===== src/rtl/lzbSegPkg.sv =====
package lzbSegPkg;
  localparam int DIGIT_W = 4;
  localparam int SEG_W   = 7;

  typedef struct packed {
    logic latchLoad;   // take a new snapshot this edge
    logic blankAllow;  // zero suppression permitted
  } lzbStrobes_t;
endpackage


===== src/rtl/lzbSegCtrl.sv =====
module lzbSegCtrl
  import lzbSegPkg::*;
(
  input  logic        storeN,
  input  logic        blankEnIn,
  input  logic        halfHeld,
  output lzbStrobes_t strobes
);
  always_comb begin
    strobes.latchLoad  = ~storeN;
    strobes.blankAllow = blankEnIn & ~halfHeld;
  end
endmodule


===== src/rtl/lzbSegDecoder.sv =====
module lzbSegDecoder
  import lzbSegPkg::*;
(
  input  logic [DIGIT_W-1:0] code,
  input  logic               dark,
  output logic [SEG_W-1:0]   seg
);
  logic [SEG_W-1:0] glyph;

  always_comb begin
    unique case (code)
      4'd0:    glyph = 7'b0111111;
      4'd1:    glyph = 7'b0000110;
      4'd2:    glyph = 7'b1011011;
      4'd3:    glyph = 7'b1001111;
      4'd4:    glyph = 7'b1100110;
      4'd5:    glyph = 7'b1101101;
      4'd6:    glyph = 7'b1111101;
      4'd7:    glyph = 7'b0000111;
      4'd8:    glyph = 7'b1111111;
      4'd9:    glyph = 7'b1101111;
      default: glyph = '0;
    endcase
    seg = dark ? '0 : glyph;
  end
endmodule


===== src/rtl/lzbSegDatapath.sv =====
module lzbSegDatapath
  import lzbSegPkg::*;
#(
  parameter int NUM_DIGITS = 4
) (
  input  logic                          clk,
  input  logic                          rst_n,
  input  lzbStrobes_t                   strobes,
  input  logic [NUM_DIGITS*DIGIT_W-1:0] digitsIn,
  input  logic                          halfIn,
  output logic [NUM_DIGITS*SEG_W-1:0]   segOut,
  output logic                          halfHeld,
  output logic                          allDark
);
  localparam int BUS_W = NUM_DIGITS * DIGIT_W;

  logic [BUS_W-1:0]    digitsHeld;
  logic [NUM_DIGITS:0] zeroRun;   // zeroRun[i]: suppression still active at digit i

  always_ff @(posedge clk or negedge rst_n) begin
    if (!rst_n) begin
      digitsHeld <= '0;
      halfHeld   <= 1'b0;
    end else if (strobes.latchLoad) begin
      digitsHeld <= digitsIn;
      halfHeld   <= halfIn;
    end
  end

  assign zeroRun[NUM_DIGITS] = strobes.blankAllow;

  for (genvar i = NUM_DIGITS - 1; i >= 0; i--) begin : g_digit
    logic [DIGIT_W-1:0] code;
    assign code       = digitsHeld[i*DIGIT_W +: DIGIT_W];
    assign zeroRun[i] = zeroRun[i+1] & (code == '0);

    lzbSegDecoder u_dec (
      .code (code),
      .dark (zeroRun[i]),
      .seg  (segOut[i*SEG_W +: SEG_W])
    );
  end

  assign allDark = zeroRun[0];
endmodule


===== src/rtl/lzbSegLatch.sv =====
module lzbSegLatch
  import lzbSegPkg::*;
(
  input  logic        clk,
  input  logic        rst_n,
  input  logic [15:0] digitsIn,
  input  logic        halfIn,
  input  logic        storeN,
  input  logic        blankEnIn,
  output logic [27:0] segOut,
  output logic        halfSegOut,
  output logic        blankOut
);
  lzbStrobes_t strobes;
  logic        halfHeld;
  logic        allDark;

  lzbSegCtrl u_ctrl (
    .storeN    (storeN),
    .blankEnIn (blankEnIn),
    .halfHeld  (halfHeld),
    .strobes   (strobes)
  );

  lzbSegDatapath #(.NUM_DIGITS(4)) u_dp (
    .clk      (clk),
    .rst_n    (rst_n),
    .strobes  (strobes),
    .digitsIn (digitsIn),
    .halfIn   (halfIn),
    .segOut   (segOut),
    .halfHeld (halfHeld),
    .allDark  (allDark)
  );

  assign halfSegOut = halfHeld;
  assign blankOut   = allDark;
endmodule


===== config.mk =====
export PLATFORM = sky130hd
export DESIGN_NAME = lzbSegLatch
export DESIGN_NICKNAME = d
export VERILOG_FILES = /design/src/rtl/lzbSegPkg.sv /design/src/rtl/lzbSegCtrl.sv /design/src/rtl/lzbSegDecoder.sv /design/src/rtl/lzbSegDatapath.sv /design/src/rtl/lzbSegLatch.sv
export SDC_FILE = /design/constraint.sdc
export NUM_CORES = 1
export LEC_CHECK = 0
export BUFFER_PORTS_ARGS = -buffer_cell sky130_fd_sc_hd__buf_2
export CORE_ASPECT_RATIO = 1.5
export CORE_MARGIN = 2
export CORE_UTILIZATION = 56
export CTS_CLUSTER_SIZE = 12
export DETAILED_ROUTE_END_ITERATION = 12
export PLACE_DENSITY_LB_ADDON = 0.3
export SKIP_CTS_REPAIR_TIMING = 1
export SLEW_MARGIN = 15
export SYNTH_ARGS = -nofsm -noshare
export SYNTH_HDL_FRONTEND = slang
export SYNTH_HIERARCHICAL = 1
export SYNTH_SLANG_ARGS = --single-unit

===== constraint.sdc =====
create_clock -name clk -period 5.35 [get_ports clk]
set_clock_uncertainty 0.05 [all_clocks]
set_input_delay 0.535 -clock clk [delete_from_list [all_inputs] [get_ports clk]]
set_output_delay 0.535 -clock clk [all_outputs]
set_load 0.05 [all_outputs]

After elaboration in Yosys (flattened, before gate mapping):

Memories as Yosys holds them, arrays and structs flattened.
Cells that the tools add are included.

* bits in registers: 17
* memory bits (read-only): 448
* input bits: 21
* output and inout bits: 30
* word-level logic and storage cells: 20
* memories: 4

* multiplexer cells: 4
* bitwise operators: 6
* reductions and logical operators: 4

Memory list
* (no name shown): words 16, bits a word 7, read ports 1, clocked after memory_dff 0, wr ports 0, line lzbSegDecoder.sv:11 `unique case (code)`
* (no name shown): words 16, bits a word 7, read ports 1, clocked after memory_dff 0, wr ports 0, line lzbSegDecoder.sv:11
* (no name shown): words 16, bits a word 7, read ports 1, clocked after memory_dff 0, wr ports 0, line lzbSegDecoder.sv:11
* (no name shown): words 16, bits a word 7, read ports 1, clocked after memory_dff 0, wr ports 0, line lzbSegDecoder.sv:11

Operators by type and width (number)
* 7-bit 2-to-1 mux: 4
* 4-bit logical NOT: 4
* 1-bit AND: 5
* 1-bit inverter: 1

Logic depth before layout (Yosys ltp):

Gate-level depths: netlist of run 1.

* depth in word-level cells: 7
* gate-level depth with buffers: 7
* gate-level depth less buffers: 7

Hierarchy:

The synthesis of run 1 kept the hierarchy.

Modules (own cells, without submodules)
* lzbSegDecoder: instances 4, cells each 31, area each 230.2 µm², sequential area each 0.0 µm²
* lzbSegDatapath: instances 1, cells each 44, area each 713.2 µm², sequential area each 425.4 µm²
* lzbSegCtrl: instances 1, cells each 2, area each 17.5 µm², sequential area each 0.0 µm²

Least setup slack after synthesis of run 1:

Ideal clock, no wire load.

* kind: flip-flop to output port
* start point: reg u_dp.halfHeld
* end point: out segOut[0]
* data arrival time: 2598 ps
* data required time: 4765 ps
* slack: 2167 ps
* cell stages (with the launch flop): 6
* buffers on the path: 0
* cells stage by stage: dfrtp_1 -> nor2b_4 -> nand2b_1 -> nor4_4 -> and4_1 -> o31ai_1

RTL lines
* start, declared: line lzbSegDatapath.sv:12 `output logic halfHeld,`
* start signal, assigned: line lzbSegDatapath.sv:26 `halfHeld <= halfIn;`
* end, declared: line lzbSegLatch.sv:10 `output logic [27:0] segOut,`

Final worst setup path of run 1:

* start point: reg u_dp.digitsHeld[13]
* end point: out segOut[0]

* cells in the longest elaborated chain, start to end: 6

Ends and longest elaborated chain
* start, declared: line lzbSegDatapath.sv:17 `logic [BUS_W-1:0] digitsHeld;`
* start signal, assigned: line lzbSegDatapath.sv:25 `digitsHeld <= digitsIn;`
* 4-bit logical NOT: line lzbSegDatapath.sv:35 `assign zeroRun[i] = zeroRun[i+1] & (code == '0);`
* 1-bit AND: line lzbSegDatapath.sv:35
* via u_dp.zeroRun[3]: line lzbSegDatapath.sv:18 `logic [NUM_DIGITS:0] zeroRun;`
* 1-bit AND (3 in series): line lzbSegDatapath.sv:35
* 7-bit 2-to-1 mux: line lzbSegDecoder.sv:24 `seg = dark ? '0 : glyph;`

The timed path passes the listed nets, and every way through them passes these cells.

==> summary.txt, run 1 <==
Floorplanning
  – Vertical die dimension: 70.5 um
  – Initial core utilization: 57.9%
  – Floorplan die width: 48.3 um
  – Top Ports: 51
  – Die area: 3410 um^2
  – Placement Rows: 24
  – Total core area: 2850 um^2

Timing
  – Final period demand of the worst path: 2.99 ns
  – Highest Clock Rate: 334 MHz
  – RSZ-0062 raised after global routing: false
  – Slew at the pin closest to its max-slew limit: 0.654 ns
  – Number of failing setup endpoints in the final timing report: 0
  – Hold Violations, Final: 0
  – TNS Setup: 0 ns
  – Portion of the clock cycle consumed by the worst path in the final layout: 56.0%
  – PnR worst setup slack: 2.36 ns
  – Number of max-slew violations in the final report: 0
  – Worst-case headroom to the max-slew limit: 56.4%

Global routing
  – Total congestion overflow after global routing: 0
  – Number of global-route vias before repair: 1346
  – First-pass GRT wire length: 5800 um
  – Maximum number of pins on one net before global-route repair: 18
  – Initial antenna violation count: 0
  – Overall track demand over capacity in global routing: 21.2%

Worst setup path
  – CP startpoint kind: flop
  – Arrival time of data at the critical path endpoint: 2.41 ns
  – Highest cell delay on the worst timing path: 0.59 ns
  – Element type at the critical path end: output port
  – FF-to-FF path depth: 1
  – Critical path cell sequence: nor4_4 > and4_1 > or2_1 > a21o_1 > o31ai_1 > buf_2
  – Capturing point of the worst reg2reg path: u_dp/digitsHeld[15]$_DFFE_PN0P_
  – Launching point of the worst reg2reg path: u_dp/digitsHeld[15]$_DFFE_PN0P_
  – Worst setup path class: reg -> out
  – Cell with the largest stage delay on the worst path: sky130_fd_sc_hd__nor4_4
  – Critical path peak fanout: 11
  – Worst R2R Setup Slack: 4.35 ns
  – Critical path required time: 4.76 ns

Clock network
  – Clock tree root driver cell: sky130_fd_sc_hd__clkbuf_8
  – Register clock-pin slew on the reported worst setup and hold paths: 0.07 ns
  – Max Root-Sink Buffers: 2
  – Clock buffers created by TritonCTS: 3
  – Maximum level of the CTS H-tree: 1
  – Sinks on Clock Net: 17
  – Clock latency at the later pin of the worst-skew pair: 0.25 ns
  – Clock tree from TritonCTS: done

Layout
  – Area used by sequential logic in the layout: 425 um^2
  – Fraction of final layout cells with drive strength greater than 1: 36.2%
  – # diodes: 0
  – Multi-input combinational cell area: 1120 um^2
  – Synth-to-layout area growth: 16.6%
  – Fillers: 250
  – Final nets: 260
  – Post-Layout Inst Area: 1930 um^2

Routing
  – Vias post-DR: 1408
  – Count of TritonRoute iterations in the first routing pass: 4
  – Average routed wire per standard cell: 13.6 um
  – Ratio of routed vias to standard cells: 5.48
  – Post-detailed-routing wire length: 3490 um
  – Number of remaining DRC errors: 0
  – Iteration-0 DRC count of the detailed router: 39
  – Number of nets with antenna violations after routing: 0

Worst hold path
  – Hold WC Path Type: in -> async

Synth
  – Cells after synthesis: 170
  – Mapped Nets: 211
  – Synthesis-stage register bit count: 17
  – Synth unique cells: 25
  – Total of warnings raised by yosys: 6
  – Register area share after synthesis: 25.8%
  – Avg Synthesized Cell Area: 9.72 um^2
  – Cell Area, Synth: 1650 um^2

Place
  – Minimum setup slack after placement: 2.50 ns
  – Total placed instance area: 1880 um^2
  – Placer congestion estimate: 0.788
  – HPWL Detailed: 2790 um
  – Count of buffers inserted at the top-level ports: 50

Power
  – Leakage power summed over all cells: 0.959 nW
  – Maximum resistive drop on vdd: 0.218 mV
  – Power Dens Cells: 297 nW/um^2

Flow run
  – Max-cap viol count: 0

Status
  – Outcome: complete, no violations
area by class of cell:
| type | count | share of cell area (%) |
|---|---|---|
| clock inverters | 1 | 0.260 |
| multi-input cells | 138 | 58.2 |
| flip-flops and latches | 17 | 22.1 |
| inverters | 9 | 1.75 |
| repair buffers | 50 | 13.0 |
| clock buffers | 3 | 2.14 |
| well taps | 39 | 2.53 |
synthesized netlist by cell type:
cell / instances / area share (%)
sky130_fd_sc_hd__ha_1: 20 / 15
sky130_fd_sc_hd__dfrtp_1: 17 / 26
sky130_fd_sc_hd__mux2_2: 17 / 12
sky130_fd_sc_hd__nand2b_1: 17 / 6.4
sky130_fd_sc_hd__nor2_1: 12 / 2.7
sky130_fd_sc_hd__o22ai_1: 12 / 4.5
sky130_fd_sc_hd__inv_1: 9 / 2.0
sky130_fd_sc_hd__a21oi_1: 8 / 2.4
sky130_fd_sc_hd__nor2b_1: 8 / 3.0
sky130_fd_sc_hd__or2_1: 8 / 3.0
sky130_fd_sc_hd__buf_6: 5 / 3.4
sky130_fd_sc_hd__a21o_1: 4 / 1.8
sky130_fd_sc_hd__mux2i_1: 4 / 2.4
sky130_fd_sc_hd__nand2b_4: 4 / 3.3
sky130_fd_sc_hd__o21ai_1: 4 / 1.2
sky130_fd_sc_hd__o31ai_1: 4 / 1.8
sky130_fd_sc_hd__or2_0: 4 / 1.5
sky130_fd_sc_hd__xnor2_1: 4 / 2.1
sky130_fd_sc_hd__nor4_1: 3 / 1.1
sky130_fd_sc_hd__and2_2: 1 / 0.45
sky130_fd_sc_hd__and3_2: 1 / 0.45
sky130_fd_sc_hd__and4_1: 1 / 0.53
sky130_fd_sc_hd__buf_8: 1 / 0.91
sky130_fd_sc_hd__nor2b_4: 1 / 0.83
sky130_fd_sc_hd__nor4_4: 1 / 1.3
stage by stage:
stage	util, %	power [W]	hold slack, ns	std cells
after CTS	67.5	0.000576	0.149	257
after global placement	65.9	0.000469	0.418	253
final	67.5	0.000572	0.139	257
after global routing	67.5	0.000604	0.170	257
after floorplan	-	0.000418	0.189	170
after detailed placement	65.9	0.000480	0.426	253
metal layers:
| layer | GRT usage [%] | up-vias | share of wire (%) | routed length, um |
|---|---|---|---|---|
| met3 | 1.71 | 10 | 3.9 | 136 |
| met1 | 22.8 | 671 | 39 | 1370 |
| met4 | 10.5 | 0 | 2.6 | 89 |
| met5 | 0 | - | 0 | 0 |
| li1 | - | 684 | - | - |
| met2 | 40.7 | 43 | 54 | 1900 |
worst max-delay path, delay by kind of cell (launching register included):
| kind | cells | cell delay, ns |
|---|---|---|
| buffers and inverters | 1 | 0.22 |
| AO/OA/AOI/OAI | 2 | 0.20 |
| AND/OR/NAND/NOR | 3 | 1.25 |
| flip-flops | 1 | 0.49 |
logic make-up after synthesis:
logic type | count (synthesis) | synth area share (%)
and+or+nand+nor | 61 | 24.8
AOI/OAI and AO/OA | 32 | 11.8
muxes | 21 | 14.0
adders and majority gates | 20 | 15.2
DFF | 17 | 25.8
buffers and inverters | 15 | 6.36
xor gates and xnor gates | 4 | 2.12
cell usage in the layout (no fill, tap or decap), drive strengths merged:
cell type,n
o21ai,4
and2,1
clkinv,1
xnor2,4
mux2,17
and3,1
and4,1
o22ai,12
nand2b,21
inv,9
or2,12
nor2b,9
ha,20
o31ai,4
dfrtp,17
clkbuf,3
mux2i,4
a21oi,8
nor4,4
buf,50
nor2,12
a21o,4
flip-flops by register name, summed over array words and instances (netlist names):
register         count
u_dp/digitsHeld     16
u_dp/halfHeld        1
worst max-delay path by stage:
stage / from / to / slack [ns] / cells past startpoint
finish: u_dp/digitsHeld[13]$_DFFE_PN0P_ / segOut[0] / 2.36 / 6
global route: u_dp/digitsHeld[13]$_DFFE_PN0P_ / segOut[0] / 2.22 / 6
CTS: u_dp/digitsHeld[13]$_DFFE_PN0P_ / segOut[0] / 2.39 / 6
detailed placement: blankEnIn / segOut[0] / 2.50 / 9
global placement: blankEnIn / segOut[0] / 2.60 / 9
floorplan: u_dp/halfHeld$_DFFE_PN0P_ / segOut[0] / 2.17 / 5
report_power, final:
part	internal (W)	switching (W)	leakage, nW
clock	0.0000517	0.0000438	0.0255
sequential	0.000141	0.0000307	0.199
combinational	0.0000949	0.000210	0.735
Power figures use the tool's default switching activity.
==> inputs of run 2 (changes only) <==
--- a/config.mk
+++ b/config.mk
@@ -5,10 +5,11 @@
 export SDC_FILE = /design/constraint.sdc
 export NUM_CORES = 1
 export LEC_CHECK = 0
+export ABC_AREA = 1
 export BUFFER_PORTS_ARGS = -buffer_cell sky130_fd_sc_hd__buf_2
 export CORE_ASPECT_RATIO = 1.5
 export CORE_MARGIN = 2
-export CORE_UTILIZATION = 56
+export CORE_UTILIZATION = 46
 export CTS_CLUSTER_SIZE = 12
 export DETAILED_ROUTE_END_ITERATION = 12
 export PLACE_DENSITY_LB_ADDON = 0.3
==> constraint.sdc (replaced) <==
create_clock -name clk -period 2.7 [get_ports clk]
set_clock_uncertainty 0.05 [all_clocks]
set_input_delay 0.27 -clock clk [delete_from_list [all_inputs] [get_ports clk]]
set_output_delay 0.27 -clock clk [all_outputs]
set_load 0.05 [all_outputs]
==> run 2 against run 1 <==
Net effect:
- utilization fell by 8.9 points
- final area fell by 3.8%
- combinational power rose by 76%
- area after synthesis fell by 8.6%
- register-to-register slack got worse by 2.5 ns
- non-clock buffer count rose by 2
- critical path type unchanged
==> summary.txt, run 2 <==
Synth
  – Top post-synthesis cells by area: sky130_fd_sc_hd__dfrtp_1, sky130_fd_sc_hd__ha_1, sky130_fd_sc_hd__nor2_1 (was sky130_fd_sc_hd__dfrtp_1, sky130_fd_sc_hd__ha_1, sky130_fd_sc_hd__mux2_2)
  – Avg Synthesized Cell Area: 6.65 um^2 (was 9.72 um^2)
  – Fraction of synthesis flops using an asynchronous set or reset pin: 100% (unchanged)
  – Cells after synthesis: 227 (was 170)
  – Most repeated cell in the gate-level netlist after synthesis: sky130_fd_sc_hd__nor2_1 (was sky130_fd_sc_hd__ha_1)
  – Synth area leader: sky130_fd_sc_hd__dfrtp_1 (unchanged)
  – Total of warnings raised by yosys: 6 (unchanged)
  – Main flop type after synthesis: sky130_fd_sc_hd__dfrtp_1 (unchanged)
  – Mapped Nets: 268 (was 211)
  – Synthesis-stage register bit count: 17 (unchanged)
  – Synth unique cells: 18 (was 25)
  – Cell Area, Synth: 1510 um^2 (was 1650 um^2)
  – Number of flops mapped to enable cells by yosys: 0 (unchanged)
  – Commonest cells in the synthesized netlist: sky130_fd_sc_hd__nor2_1, sky130_fd_sc_hd__inv_1, sky130_fd_sc_hd__nand2_1 (was sky130_fd_sc_hd__ha_1, sky130_fd_sc_hd__dfrtp_1, sky130_fd_sc_hd__mux2_2, sky130_fd_sc_hd__nand2b_1)
  – Register area share after synthesis: 28.2% (was 25.8%)
  – Area share of the largest cell type after synthesis: 28.2% (was 25.8%)

Power
  – Leakage power summed over all cells: 1.10 nW (was 0.959 nW)
  – Maximum resistive drop on vdd: 0.460 mV (was 0.218 mV)
  – Power Dens Cells: 560 nW/um^2 (was 297 nW/um^2)
  – Total power draw: 0.00104 W (was 0.000572 W)

Worst setup path
  – Arrival time of data at the critical path endpoint: 1.74 ns (was 2.41 ns)
  – Launching point of the worst reg2reg path: u_dp/digitsHeld[10]$_DFFE_PN0P_ (was u_dp/digitsHeld[15]$_DFFE_PN0P_)
  – CP startpoint kind: flop (unchanged)
  – Element type at the critical path end: output port (unchanged)
  – Worst R2R Setup Slack: 1.81 ns (was 4.35 ns)
  – Capturing point of the worst reg2reg path: u_dp/digitsHeld[10]$_DFFE_PN0P_ (was u_dp/digitsHeld[15]$_DFFE_PN0P_)
  – Worst setup path class: reg -> out (unchanged)
  – FF-to-FF path depth: 2 (was 1)
  – Critical path required time: 2.38 ns (was 4.76 ns)
  – Critical path peak fanout: 9 (was 11)

Routing
  – Average routed wire per standard cell: 9.42 um (was 13.6 um)
  – Number of remaining DRC errors: 0 (unchanged)
  – Number of nets with antenna violations after routing: 0 (unchanged)
  – Iteration-0 DRC count of the detailed router: 24 (was 39)
  – Post-detailed-routing wire length: 3010 um (was 3490 um)
  – Vias post-DR: 1454 (was 1408)
  – Sum of routed wire segments on met1: 1240 um (was 1370 um)
  – Highest signal layer in the routed design: met3 (was met4)
  – Met3 wire length: 107 um (was 136 um)
  – Routed length on met2: 1670 um (was 1900 um)
  – Count of TritonRoute iterations in the first routing pass: 4 (unchanged)
  – Ratio of routed vias to standard cells: 4.54 (was 5.48)

Floorplanning
  – Vertical die dimension: 74.2 um (was 70.5 um)
  – Total core area: 3160 um^2 (was 2850 um^2)
  – Initial core utilization: 47.8% (was 57.9%)
  – Placement Rows: 25 (was 24)
  – Die area: 3770 um^2 (was 3410 um^2)
  – Top Ports: 51 (unchanged)
  – Floorplan die width: 50.8 um (was 48.3 um)

Layout
  – Largest registers: u_dp/digitsHeld (16), u_dp/halfHeld (1) (unchanged)
  – Flip-flop count of the largest register after layout: 16 (unchanged)
  – Most used cells in the layout excluding fill and tap cells: sky130_fd_sc_hd__nor2_1, sky130_fd_sc_hd__inv_1, sky130_fd_sc_hd__buf_2 (was sky130_fd_sc_hd__buf_2, sky130_fd_sc_hd__ha_1, sky130_fd_sc_hd__nand2b_1, sky130_fd_sc_hd__mux2_2, sky130_fd_sc_hd__dfrtp_1)
  – Reg with most FFs: u_dp/digitsHeld (unchanged)
  – Fraction of final layout cells with drive strength greater than 1: 23.2% (was 36.2%)
  – Fillers: 335 (was 250)
  – Most common cell after layout, fill and taps aside: sky130_fd_sc_hd__nor2_1 (was sky130_fd_sc_hd__buf_2)
  – # diodes: 0 (unchanged)
  – Final nets: 322 (was 260)
  – Synth-to-layout area growth: 22.6% (was 16.6%)

Global routing
  – Overall track demand over capacity in global routing: 16.4% (was 21.2%)
  – Number of global-route vias before repair: 1242 (was 1346)
  – Initial antenna violation count: 0 (unchanged)
  – Total congestion overflow after global routing: 0 (unchanged)
  – Maximum number of pins on one net before global-route repair: 18 (unchanged)
  – First-pass GRT wire length: 4920 um (was 5800 um)

Clock network
  – Clock buffers created by TritonCTS: 3 (unchanged)
  – Sinks on Clock Net: 17 (unchanged)
  – Maximum level of the CTS H-tree: 1 (unchanged)
  – Register clock-pin slew on the reported worst setup and hold paths: 0.06 ns (was 0.07 ns)
  – Max Root-Sink Buffers: 2 (unchanged)
  – Clock tree root driver cell: sky130_fd_sc_hd__clkbuf_8 (unchanged)
  – Clock latency at the later pin of the worst-skew pair: 0.24 ns (was 0.25 ns)
  – Clock tree from TritonCTS: done (unchanged)

Timing
  – RSZ-0062 raised after global routing: false (unchanged)
  – Number of max-slew violations in the final report: 0 (unchanged)
  – Number of failing setup endpoints in the final timing report: 0 (unchanged)
  – Portion of the clock cycle consumed by the worst path in the final layout: 76.4%
  – TNS Setup: 0 ns (unchanged)
  – Worst-case headroom to the max-slew limit: 72.9% (was 56.4%)
  – Final period demand of the worst path: 2.06 ns
  – Slew at the pin closest to its max-slew limit: 0.406 ns (was 0.654 ns)
  – Hold Violations, Final: 0 (unchanged)
  – Highest Clock Rate: 485 MHz
  – PnR worst setup slack: 0.636 ns (was 2.36 ns)

Place
  – HPWL Detailed: 2480 um (was 2790 um)
  – Count of buffers inserted at the top-level ports: 50 (unchanged)
  – Placer congestion estimate: 0.745 (was 0.788)
  – Minimum setup slack after placement: 0.896 ns (was 2.50 ns)

Worst hold path
  – Hold-critical path endpoint: u_dp/digitsHeld[14]$_DFFE_PN0P_
  – Worst hold start: digitsIn[14]
  – Worst hold path cell count: 3
  – Hold WC Path Type: in -> reg (was in -> async)

Flow run
  – Max-cap viol count: 0 (unchanged)

Status
  – Outcome: complete, no violations (unchanged)
## run 2: logic make-up (layout without fill, tap and decap cells)
logic type / after synthesis / in the layout / synth area share, %
compound gates: 26 / 26 / 10.3
flops: 17 / 17 / 28.2
buf+inv: 56 / 109 / 14.6
simple gates: 105 / 105 / 27.7
fa+ha+maj: 20 / 20 / 16.6
mux: 3 / 3 / 2.73
## run 2: worst max-delay path by stage
| stage | start | end | cells past startpoint |
|---|---|---|---|
| 3_5_place_dp | u_dp/digitsHeld[10]$_DFFE_PN0P_ | segOut[3] | 9 |
| 5_1_grt | u_dp/digitsHeld[13]$_DFFE_PN0P_ | segOut[0] | 9 |
| 4_1_cts | u_dp/digitsHeld[10]$_DFFE_PN0P_ | segOut[3] | 9 |
| 2_1_floorplan | u_dp/halfHeld$_DFFE_PN0P_ | segOut[0] | 8 |
| 6_report | u_dp/digitsHeld[10]$_DFFE_PN0P_ | segOut[3] | 9 |
| 3_3_place_gp | u_dp/digitsHeld[14]$_DFFE_PN0P_ | segOut[0] | 9 |
## run 2: layout make-up
type                            instances  area [um^2]  area share, %
Inverter                               53          199           10.7
Multi-Input combinational cell        154          865           46.7
Tap cell                               40         50.0           2.70
Clock buffer                            4         45.0           2.43
Sequential cell                        17          425           23.0
Timing Repair Buffer                   52          268           14.5
## run 2: where the power goes
| group | total [W] | switching [W] | internal [W] |
|---|---|---|---|
| registers | 0.000317 | 0.0000387 | 0.000278 |
| logic | 0.000536 | 0.000402 | 0.000134 |
| clock network | 0.000184 | 0.0000796 | 0.000104 |
| total | 0.00104 | 0.000520 | 0.000517 |
## run 2: worst max-delay path, cell delays in order (launching register included)
cell	delay [ns]
sky130_fd_sc_hd__dfrtp_1	0.48
sky130_fd_sc_hd__inv_1	0.10
sky130_fd_sc_hd__nand2_1	0.05
sky130_fd_sc_hd__nor2_1	0.14
sky130_fd_sc_hd__nand3_2	0.11
sky130_fd_sc_hd__nor2_2	0.11
sky130_fd_sc_hd__inv_1	0.06
sky130_fd_sc_hd__nand2_1	0.17
sky130_fd_sc_hd__nor2_1	0.07
sky130_fd_sc_hd__buf_2	0.21
## run 2: layer usage
| layer | vias up | global-route usage [%] |
|---|---|---|
| met1 | 649 | 17.3 |
| met5 | - | 0 |
| met2 | 28 | 33.9 |
| met3 | 0 | 1.41 |
| li1 | 777 | - |
| met4 | 0 | 4.50 |
## run 2: stage by stage
stage | hold WS, ns | area [um^2] | cells | utilization (%)
3_3_place_gp | 0.164 | 1800 | 315 | 56.9
4_1_cts | -0.103 | 1840 | 319 | 58.3
6_report | 0.175 | 1850 | 320 | 58.6
3_5_place_dp | 0.164 | 1800 | 315 | 56.9
2_1_floorplan | -0.0756 | 1510 | 227 | -
5_1_grt | 0.184 | 1850 | 320 | 58.6
==> inputs of run 3 (changes only) <==
--- a/config.mk
+++ b/config.mk
@@ -5,11 +5,11 @@
 export SDC_FILE = /design/constraint.sdc
 export NUM_CORES = 1
 export LEC_CHECK = 0
-export ABC_AREA = 1
+export ABC_AREA = 0
 export BUFFER_PORTS_ARGS = -buffer_cell sky130_fd_sc_hd__buf_2
 export CORE_ASPECT_RATIO = 1.5
 export CORE_MARGIN = 2
-export CORE_UTILIZATION = 46
+export CORE_UTILIZATION = 52
 export CTS_CLUSTER_SIZE = 12
 export DETAILED_ROUTE_END_ITERATION = 12
 export PLACE_DENSITY_LB_ADDON = 0.3
==> constraint.sdc (replaced) <==
create_clock -name clk -period 2 [get_ports clk]
set_clock_uncertainty 0.05 [all_clocks]
set_input_delay 0.2 -clock clk [delete_from_list [all_inputs] [get_ports clk]]
set_output_delay 0.2 -clock clk [all_outputs]
set_load 0.05 [all_outputs]
==> run 3 against run 2 <==
Net effect:
- the run now ends with setup timing left
- non-clock buffer count up 28
- worst hold slack lost 0.042 ns
- register-to-register slack got worse by 0.83 ns
- critical path depth fell by 2
- die area decreased by 3.0%
- highest routed layer is now met4
==> summary.txt, run 3 (synthesized netlist as in run 1, its figures left out) <==
Status
  – Outcome: complete, but fails checks (was complete, no violations)
  – Violations in the final reports: setup timing

Timing
  – PnR worst setup slack: -0.174 ns (was 0.636 ns)
  – Number of max-slew violations in the final report: 0 (unchanged)
  – Hold Violations, Final: 0 (unchanged)
  – Final period demand of the worst path: 2.17 ns
  – Highest Clock Rate: 460 MHz
  – RSZ-0062 raised after global routing: true (was false)
  – Number of failing setup endpoints in the final timing report: 20 (was 0)
  – Hold Worst Slack: 0.133 ns (was 0.175 ns)
  – TNS Setup: -2.02 ns (was 0 ns)
  – Slew at the pin closest to its max-slew limit: 0.651 ns (was 0.406 ns)
  – Portion of the clock cycle consumed by the worst path in the final layout: 109%
  – Worst-case headroom to the max-slew limit: 56.5% (was 72.9%)

Global routing
  – Overall track demand over capacity in global routing: 20.5% (was 16.4%)
  – Number of global-route vias before repair: 1340 (was 1242)
  – Total congestion overflow after global routing: 0 (unchanged)
  – Maximum number of pins on one net before global-route repair: 18 (unchanged)
  – First-pass GRT wire length: 5920 um (was 4920 um)
  – Initial antenna violation count: 0 (unchanged)

Floorplanning
  – Initial core utilization: 53.3% (was 47.8%)
  – Placement Rows: 25 (unchanged)
  – Die area: 3650 um^2 (was 3770 um^2)
  – Top Ports: 51 (unchanged)
  – Total core area: 3100 um^2 (was 3160 um^2)
  – Floorplan die width: 50.0 um (was 50.8 um)
  – Vertical die dimension: 73.0 um (was 74.2 um)

Worst setup path
  – Critical path cell sequence: nor4_1 > buf_4 > and4_4 > or2_4 > a21o_1 > o31ai_2 > buf_6 (was inv_1 > nand2_1 > nor2_1 > nand3_2 > nor2_2 > inv_1 > nand2_1 > nor2_1 > buf_2)
  – Arrival time of data at the critical path endpoint: 1.92 ns (was 1.74 ns)
  – Kind of cell with the highest combined delay on the critical path: simple AND/OR/NAND/NOR gates (unchanged)
  – CP startpoint kind: flop (unchanged)
  – Highest cell delay on the worst timing path: 0.38 ns (was 0.48 ns)
  – Element type at the critical path end: output port (unchanged)
  – Worst setup path class: reg -> out (unchanged)
  – Cell with the largest stage delay on the worst path: sky130_fd_sc_hd__dfrtp_1 (unchanged)
  – Critical path required time: 1.75 ns (was 2.38 ns)
  – Total buffers and inverters traversed by the critical path: 2 (was 3)
  – Critical path peak fanout: 3 (was 9)

Flow run
  – Max-cap viol count: 0 (unchanged)

Place
  – Count of buffers inserted at the top-level ports: 50 (unchanged)
  – Minimum setup slack after placement: 0.105 ns (was 0.896 ns)
  – HPWL Detailed: 2820 um (was 2480 um)
  – Placer congestion estimate: 0.820 (was 0.745)
  – Placed Cells: 276 (was 315)

Power
  – Power Dens Cells: 718 nW/um^2 (was 560 nW/um^2)
  – Maximum resistive drop on vdd: 0.577 mV (was 0.460 mV)
  – Leakage power summed over all cells: 1.21 nW (was 1.10 nW)

Clock network
  – Register clock-pin slew on the reported worst setup and hold paths: 0.06 ns (about the same)
  – Sinks on Clock Net: 17 (unchanged)
  – Clock buffers created by TritonCTS: 3 (unchanged)
  – Max Root-Sink Buffers: 2 (unchanged)
  – Clock tree from TritonCTS: done (unchanged)
  – Clock tree root driver cell: sky130_fd_sc_hd__clkbuf_8 (unchanged)
  – Clock latency at the later pin of the worst-skew pair: 0.25 ns (was 0.24 ns)
  – Maximum level of the CTS H-tree: 1 (unchanged)

Routing
  – Vias post-DR: 1519 (was 1454)
  – Average routed wire per standard cell: 14.4 um (was 9.42 um)
  – Count of TritonRoute iterations in the first routing pass: 4 (unchanged)
  – Ratio of routed vias to standard cells: 5.27 (was 4.54)
  – Number of nets with antenna violations after routing: 0 (unchanged)
  – Iteration-0 DRC count of the detailed router: 23 (was 24)
  – Number of remaining DRC errors: 0 (unchanged)
  – Post-detailed-routing wire length: 4160 um (was 3010 um)

Layout
  – # diodes: 0 (unchanged)
  – Flip-flop count of the largest register after layout: 16 (unchanged)
  – Fillers: 186 (was 335)
  – Most used cells in the layout excluding fill and tap cells: sky130_fd_sc_hd__buf_6, sky130_fd_sc_hd__buf_2, sky130_fd_sc_hd__buf_4 (was sky130_fd_sc_hd__nor2_1, sky130_fd_sc_hd__inv_1, sky130_fd_sc_hd__buf_2)
  – Most common cell after layout, fill and taps aside: sky130_fd_sc_hd__buf_6 (was sky130_fd_sc_hd__nor2_1)
  – Fraction of final layout cells with drive strength greater than 1: 55.6% (was 23.2%)
  – Final nets: 290 (was 322)
  – Largest registers: u_dp/digitsHeld (16), u_dp/halfHeld (1) (unchanged)
  – Final core utilization: 82.0% (was 58.6%)
  – Synth-to-layout area growth: 53.8% (was 22.6%)
  – Reg with most FFs: u_dp/digitsHeld (unchanged)
  – Count of non-filler cells in the finished layout: 288 (was 320)

Worst hold path
  – Hold WC Path Type: in -> reg (unchanged)
-- run 3: power by group --
group | switching [W] | internal, W
clock network | 0.000105 | 0.000141
logic | 0.000697 | 0.000471
registers | 0.0000304 | 0.000379
total | 0.000833 | 0.000991
-- run 3: per-stage QoR --
stage               total power, W  cell area, um^2
floorplan                  0.00117             1740
global placement           0.00136             2140
detailed placement         0.00138             2140
CTS                        0.00163             2180
global route               0.00193             2540
finish                     0.00182             2540
-- run 3: worst paths after layout --
| path | from | end | slack, ns | cells past startpoint |
|---|---|---|---|---|
| worst max-delay path | u_dp/digitsHeld[5]$_DFFE_PN0P_ | segOut[0] | -0.17 | 7 |
| worst min-delay path | digitsIn[11] | u_dp/digitsHeld[11]$_DFFE_PN0P_ | 0.13 | 2 |
| worst max register to register | u_dp/digitsHeld[15]$_DFFE_PN0P_ | u_dp/digitsHeld[15]$_DFFE_PN0P_ | 0.98 | 2 |
| worst min register to register | u_dp/digitsHeld[0]$_DFFE_PN0P_ | u_dp/digitsHeld[0]$_DFFE_PN0P_ | 0.59 | 1 |
| max in group asynchronous | rst_n | u_dp/halfHeld$_DFFE_PN0P_ | 1.29 | 2 |
| min in group asynchronous | rst_n | u_dp/digitsHeld[10]$_DFFE_PN0P_ | 0.33 | 2 |
-- run 3: final cells by class --
| type | instances | area, um^2 | area share (%) |
|---|---|---|---|
| Clock buffer | 4 | 45.0 | 1.77 |
| Timing Repair Buffer | 80 | 687 | 27.0 |
| Tap cell | 40 | 50.0 | 1.97 |
| Sequential cell | 17 | 427 | 16.8 |
| Multi-Input combinational cell | 138 | 1300 | 51.1 |
| Inverter | 9 | 33.8 | 1.33 |
-- run 3: metal layers --
metal,vias to the layer above,global-route usage (%),wire (um)
li1,748,-,-
met1,724,24.3,1540
met2,39,38.5,2430
met3,8,1.64,104
met4,0,6.48,88
met5,-,0,0
